### src/rtl/wke_pkg.sv
package wke_pkg;
  localparam logic [3:0] TRG_LVL_LO = 4'd0;
  localparam logic [3:0] TRG_LVL_HI = 4'd1;
  localparam logic [3:0] TRG_FALL   = 4'd2;
  localparam logic [3:0] TRG_RISE   = 4'd3;

  // any code of 4 or more selects both edges
  function automatic logic trig_hit(input logic [3:0] code, input logic cur, input logic prv);
    case (code)
      TRG_LVL_LO: trig_hit = !cur;
      TRG_LVL_HI: trig_hit = cur;
      TRG_FALL:   trig_hit = !cur && prv;
      TRG_RISE:   trig_hit = cur && !prv;
      default:    trig_hit = cur ^ prv;
    endcase
  endfunction
endpackage

### src/rtl/wke_sync.sv
module wke_sync #(
  parameter int N = 32
) (
  input  logic         clk,
  input  logic         rst,
  input  logic [N-1:0] raw,
  output logic [N-1:0] cur,
  output logic [N-1:0] prv
);
  logic [N-1:0] meta;

  always_ff @(posedge clk) begin
    if (rst) begin
      meta <= '0;
      cur  <= '0;
      prv  <= '0;
    end else begin
      meta <= raw;
      cur  <= meta;
      prv  <= cur;
    end
  end
endmodule

### src/rtl/wke_detect.sv
module wke_detect #(
  parameter int N  = 32,
  parameter int FW = 4
) (
  input  logic [N*FW-1:0] cfg,
  input  logic [N-1:0]    cur,
  input  logic [N-1:0]    prv,
  output logic [N-1:0]    hit
);
  for (genvar i = 0; i < N; i++) begin : g_pin
    assign hit[i] = wke_pkg::trig_hit(cfg[i*FW +: 4], cur[i], prv[i]);
  end
endmodule

### src/rtl/wke_prio.sv
module wke_prio #(
  parameter int N  = 16,
  parameter int IW = $clog2(N)
) (
  input  logic [N-1:0]  req,
  output logic          valid,
  output logic [IW-1:0] idx
);
  // scan upward; the last set bit found is the highest
  always_comb begin
    valid = 1'b0;
    idx   = '0;
    for (int i = 0; i < N; i++) begin
      if (req[i]) begin
        valid = 1'b1;
        idx   = IW'(i);
      end
    end
  end
endmodule

### src/rtl/wkup_irq_agg.sv
module wkup_irq_agg #(
  parameter int          BANKS     = 4,
  parameter int          PINS      = 8,
  parameter int          FIELD_W   = 4,
  parameter int          DIRECT    = 16,
  parameter int          ADDR_W    = 8,
  parameter int          DATA_W    = 32,
  parameter logic [3:0]  CTRL_RGN  = 4'h0,
  parameter logic [3:0]  MASK_RGN  = 4'h1,
  parameter logic [3:0]  PEND_RGN  = 4'h2,
  parameter logic [3:0]  CAUSE_RGN = 4'h3
) (
  input  logic              clk,
  input  logic              rst,
  input  logic              reg_wr,
  input  logic              reg_rd,
  input  logic [ADDR_W-1:0] reg_addr,
  input  logic [DATA_W-1:0] reg_wdata,
  output logic [DATA_W-1:0] reg_rdata,
  input  logic [31:0]       wkup_in,
  output logic [DIRECT-1:0] irq_direct,
  output logic              irq_shared
);
  localparam int NSRC   = BANKS * PINS;
  localparam int SHARED = NSRC - DIRECT;
  localparam int BAW    = $clog2(BANKS);
  localparam int IW     = $clog2(SHARED);

  logic [DATA_W-1:0] ctrl_q [BANKS];
  logic [NSRC-1:0]   mask_q, pend_q, clr, evt, act;
  logic [NSRC-1:0]   s_cur, s_prv;
  logic [NSRC*FIELD_W-1:0] cfg_flat;
  logic [ADDR_W-5:0] rgn;
  logic [BAW-1:0]    bsel;
  logic              c_valid;
  logic [IW-1:0]     c_idx;
  logic [DATA_W-1:0] cause_word;
  logic              unused_bits;

  assign rgn  = reg_addr[ADDR_W-1:4];
  assign bsel = reg_addr[2 +: BAW];
  assign unused_bits = ^{reg_wdata[DATA_W-1:PINS], reg_addr[1:0]};

  wke_sync #(.N(NSRC)) u_sync (
    .clk(clk), .rst(rst), .raw(wkup_in[NSRC-1:0]), .cur(s_cur), .prv(s_prv)
  );

  for (genvar b = 0; b < BANKS; b++) begin : g_cfg
    assign cfg_flat[b*DATA_W +: DATA_W] = ctrl_q[b];
  end

  wke_detect #(.N(NSRC), .FW(FIELD_W)) u_det (
    .cfg(cfg_flat), .cur(s_cur), .prv(s_prv), .hit(evt)
  );

  always_comb begin
    clr = '0;
    if (reg_wr && rgn == (ADDR_W-4)'(PEND_RGN))
      clr[bsel*PINS +: PINS] = reg_wdata[PINS-1:0];
  end

  assign act = pend_q & ~mask_q;

  wke_prio #(.N(SHARED), .IW(IW)) u_prio (
    .req(act[NSRC-1:DIRECT]), .valid(c_valid), .idx(c_idx)
  );

  always_comb begin
    cause_word = '0;
    if (c_valid) begin
      cause_word[8]   = 1'b1;
      cause_word[7:0] = 8'(c_idx) + 8'(DIRECT);
    end
  end

  always_ff @(posedge clk) begin
    if (rst) begin
      for (int b = 0; b < BANKS; b++)
        ctrl_q[b] <= {PINS{wke_pkg::TRG_RISE}};
      mask_q <= '1;
      pend_q <= '0;
    end else begin
      if (reg_wr && rgn == (ADDR_W-4)'(CTRL_RGN))
        ctrl_q[bsel] <= reg_wdata;
      if (reg_wr && rgn == (ADDR_W-4)'(MASK_RGN))
        mask_q[bsel*PINS +: PINS] <= reg_wdata[PINS-1:0];
      pend_q <= (pend_q & ~clr) | evt;
    end
  end

  always_ff @(posedge clk) begin
    if (rst) begin
      reg_rdata  <= '0;
      irq_direct <= '0;
      irq_shared <= 1'b0;
    end else begin
      irq_direct <= act[DIRECT-1:0];
      irq_shared <= |act[NSRC-1:DIRECT];
      if (reg_rd) begin
        reg_rdata <= '0;
        case (rgn)
          (ADDR_W-4)'(CTRL_RGN):  reg_rdata <= ctrl_q[bsel];
          (ADDR_W-4)'(MASK_RGN):  reg_rdata[PINS-1:0] <= mask_q[bsel*PINS +: PINS];
          (ADDR_W-4)'(PEND_RGN):  reg_rdata[PINS-1:0] <= pend_q[bsel*PINS +: PINS];
          (ADDR_W-4)'(CAUSE_RGN): reg_rdata <= cause_word;
          default:                reg_rdata <= '0;
        endcase
      end
    end
  end

  // state right after reset
  p_reset_state_r10: assert property (@(posedge clk)
    $fell(rst) |-> (mask_q == '1 && pend_q == '0 && irq_direct == '0 && !irq_shared));

  // a pending bit only rises after a detected trigger
  p_pend_from_event_r4: assert property (@(posedge clk) disable iff (rst)
    (pend_q & ~$past(pend_q) & ~$past(evt)) == '0);

  // a direct line never fires for a source masked the cycle before
  p_direct_unmasked_r5: assert property (@(posedge clk) disable iff (rst)
    (irq_direct & $past(mask_q[DIRECT-1:0])) == '0);

  // the reported source is requesting and nothing above it is
  p_cause_highest_r8: assert property (@(posedge clk) disable iff (rst)
    c_valid |-> ((act[NSRC-1:DIRECT] >> c_idx) == SHARED'(1)));

  // the shared line stays low while every upper source is masked
  p_shared_masked_r6: assert property (@(posedge clk) disable iff (rst)
    ($past(mask_q[NSRC-1:DIRECT]) == '1) |-> !irq_shared);
endmodule

### config.mk
export PLATFORM = sky130hd
export DESIGN_NAME = wkup_irq_agg
export DESIGN_NICKNAME = d
export VERILOG_FILES = /design/src/rtl/wke_pkg.sv /design/src/rtl/wke_sync.sv /design/src/rtl/wke_detect.sv /design/src/rtl/wke_prio.sv /design/src/rtl/wkup_irq_agg.sv
export SDC_FILE = /design/constraint.sdc
export NUM_CORES = 1
export LEC_CHECK = 0
export BUFFER_PORTS_ARGS = -buffer_cell sky130_fd_sc_hd__buf_4
export CAP_MARGIN = 20
export CORE_UTILIZATION = 56
export CTS_BUF_LIST = sky130_fd_sc_hd__clkbuf_8
export CTS_CLUSTER_DIAMETER = 40
export CTS_CLUSTER_SIZE = 28
export DETAILED_ROUTE_END_ITERATION = 16
export PLACE_DENSITY = 0.78
export SLEW_MARGIN = 20
export SYNTH_ARGS = -nofsm -noshare
export SYNTH_HDL_FRONTEND = slang
export SYNTH_HIERARCHICAL = 1
export SYNTH_SLANG_ARGS = --single-unit
### constraint.sdc
create_clock -name clk -period 2.3 [get_ports clk]
set_input_delay 0.345 -clock clk [delete_from_list [all_inputs] [get_ports clk]]
set_output_delay 0.345 -clock clk [all_outputs]
set_load 0.01 [all_outputs]
==> results.json <==
{
  "status": "completed",
  "netlist_instances": 1361,
  "fin_tns_setup_ns": 0,
  "cts_tree": "done",
  "slew_headroom": 0.621,
  "period_share": 0.910,
  "syn_avg_cell_area_um2": 11.5,
  "p_sw_mw": 3.28,
  "startpoint": "pend_q[27]$_SDFF_PP0_",
  "track_usage": 0.281,
  "power.internal_mw": 9.40,
  "hold_violations": 0,
  "reg2reg_slack_ns": 0.21,
  "placed_area_um2": 17100,
  "cp-endpoint": "reg_rdata[4]$_SDFFE_PP0P_",
  "drc": 0,
  "synth.cells.most_frequent": "dfxtp_1 (209), edfxtp_1 (128), nor2b_1 (114)",
  "synth_cell_types": 69,
  "wl_met1_mm": 16.6,
  "routed_wl_mm": 39.7,
  "start_kind": "register",
  "grt_max_degree": 119,
  "clk-insertion-delay-late_ns": 0.58,
  "coreArea_um2": 27200,
  "cp_cell_sequence": "nor2b_1, nor4_1, nand4_1, and3_2, and3_1, a221oi_1, o22ai_1",
  "initial_core_util": 0.576,
  "rows": 60,
  "hpwl_mm": 27.7,
  "fin_cells": 1940,
  "antenna_found_initial": 0,
  "cts-root-buf": "clkbuf_8",
  "clkTransAtPathRegs_ns": 0.09,
  "rsz0062_at_grt": "false",
  "fp.dieW_um": 169,
  "wl_per_cell_um": 20.5,
  "n_fill_cell": 2057,
  "worstSetupEndpointType": "register",
  "fmax_ghz": 0.478,
  "final-setup-viol-count": 0,
  "drive_gt1_frac": 0.193,
  "crit_arrival_ns": 2.51,
  "pin_count": 125,
  "layout.nets": 1681,
  "die_h_um": 169,
  "routed_via_density": 5.81,
  "ys_ff_latch": 337,
  "yosysMostFrequentCell": "dfxtp_1",
  "swShare": 0.259,
  "reg2reg_depth": 7,
  "cp_slowest_cell": "nor4_1",
  "hp-class": "in2reg",
  "grt_pass1_vias": 11100,
  "clk_path_buf_depth": 3,
  "postRouteAntennaNets": 0,
  "max_cap_violations": 0,
  "peakVddDrop_mv": 0.484,
  "dpl.cell_count": 1834,
  "critPathMaxStageDelay_ns": 0.47,
  "overflow": 0,
  "synthToLayoutAreaGrowth_pct": 17.5,
  "seq_area_um2": 8030,
  "io_buffers": 122,
  "clkPwrFrac": 0.382,
  "post-synth-top-area-cell": "dfxtp_1",
  "met3WireLength_mm": 3.12,
  "rr_startpoint": "pend_q[27]$_SDFF_PP0_",
  "post_cts_buffers": 0,
  "top_layer": "met4",
  "netlist.area_leader.share": 0.267,
  "grt_pass1_wl_mm": 61.0,
  "slew_viol_final": 0,
  "drtIter0Drc": 1092,
  "multiInputGateArea_um2": 6880,
  "dr.pass1.iters": 6,
  "seq_area_frac_synth": 0.513,
  "diodes": 0,
  "syn-cell-area_um2": 15600,
  "crit_path_max_fanout": 6,
  "synthesis.nets": 1506,
  "gp_congestion": 0.914,
  "cts.htree.levels": 2,
  "power_density_nw_per_um2": 689,
  "yosysWarnings": 6,
  "synth_ff_type": "dfxtp_1",
  "period_needed_ns": 2.09,
  "wl_met2_mm": 18.8,
  "synth_edf_count": 128,
  "worst-setup-path-type": "reg2reg",
  "p_leak_nw": 7.15,
  "regToRegEndpoint": "reg_rdata[4]$_SDFFE_PP0P_",
  "p_comb_frac": 0.093,
  "cp.required_ns": 2.72,
  "dieArea_um2": 28600,
  "worst_slew_pin_slew_ns": 0.562,
  "vias": 11300,
  "power_mw": 12.7,
  "design_area_um2": 18400,
  "cts_sinks": 337,
  "fin_util": 0.677,
  "cts_made_buffers": 42,
  "p_seq_frac": 0.525,
  "ys_async_sr_fraction": 0,
  "fin_skew_ns": 0.0327,
  "synthTopCellsByArea": "dfxtp_1 (27%), edfxtp_1 (25%), ha_1 (5.5%), mux4_2 (5.5%), mux2i_1 (4.7%)"
}
## layout make-up
| cell class | instances | share of cell area |
|---|---|---|
| clock buffers | 44 | 0.0329 |
| repair buffers | 200 | 0.0914 |
| inverters | 99 | 0.0202 |
| flip-flops and latches | 337 | 0.437 |
| multi-input cells | 856 | 0.374 |
| well taps | 372 | 0.0253 |
| clock inverters | 32 | 0.0195 |
## cells by family after synthesis
family          count (synthesis)  share of synthesized area
simple gates                  419                      0.157
xor+xnor                       31                     0.0174
fa+ha+maj                      69                     0.0552
mux                           116                      0.107
flops                         337                      0.513
compound gates                221                      0.102
buf+inv                       168                     0.0485
## layer usage
metal | vias to the layer above | GRT usage
li1 | 5219 | -
met1 | 5496 | 0.367
met2 | 481 | 0.465
met3 | 84 | 0.0543
met4 | 0 | 0.104
met5 | - | 0
## worst min path at each step
stage	startpoint	endpoint	slack (ns)	depth (start not counted)
final	reg_wdata[12]	ctrl_q[2][12]$_SDFFCE_PN1P_	0.06	2
after global routing	reg_wdata[9]	ctrl_q[2][9]$_SDFFCE_PN1P_	0.04	2
after CTS	reg_wdata[12]	ctrl_q[0][12]$_SDFFCE_PN1P_	0.04	2
after detailed placement	u_sync/meta[29]$_SDFF_PP0_	u_sync/cur[29]$_SDFF_PP0_	0.42	1
after global placement	u_sync/meta[21]$_SDFF_PP0_	u_sync/cur[21]$_SDFF_PP0_	0.42	1
after floorplan	mask_q[12]$_SDFFE_PP1P_	irq_direct[12]$_SDFF_PP0_	0.41	1
## worst max-delay path: cells and delay by family (launching register included)
kind	cells	cell delay [ns]
and+or+nand+nor	5	1.28
DFF	1	0.34
AOI/OAI and AO/OA	2	0.32
## what timing repair did
item / CTS / global route
hold endpoints to repair: 30 / 0
gates resized for setup: 0 / 1
hold buffers: 30 / 0
setup endpoints to repair: 0 / 2
## state kept, by name (all words and copies together) (netlist names)
register and count:
ctrl_q 128, mask_q 32, pend_q 32, reg_rdata 32, u_sync/cur 32, u_sync/meta 32, u_sync/prv 32, irq_direct 16
irq_shared 1
## stage by stage
| step | setup WS (ns) | hold slack (ns) |
|---|---|---|
| 6_report | 0.207 | 0.0580 |
| 5_1_grt | 0.0459 | 0.0430 |
| 3_3_place_gp | 0.186 | 0.418 |
| 4_1_cts | 0.198 | 0.0356 |
| 3_5_place_dp | 0.119 | 0.422 |
| 2_1_floorplan | 0.0677 | 0.414 |
## cell usage in the layout, fill, tap and decap left out, types with 42 or more instances in the layout
master | netlist | layout
dfxtp_1 | 209 | 209
clkbuf_8 | 1 | 44
inv_1 | 98 | 99
and2_1 | 42 | 42
nor2_1 | 61 | 61
nor2b_1 | 114 | 114
mux2i_1 | 74 | 74
edfxtp_1 | 128 | 128
o21ai_0 | 54 | 54
buf_4 | 6 | 161
nand2b_1 | 49 | 49
nand2_1 | 47 | 47
ha_1 | 69 | 69
## power by group through the flow
| stage | clock network, mW | logic [mW] | registers [mW] |
|---|---|---|---|
| global route | 5.17 | 1.26 | 6.69 |
| detailed placement | 0 | 1.12 | 6.79 |
| CTS | 4.91 | 1.17 | 6.65 |
| global placement | 0 | 1.10 | 6.77 |
| finish | 4.84 | 1.18 | 6.66 |
| floorplan | 0 | 0.705 | 6.71 |
No activity file was read; power rests on OpenSTA's default activity.
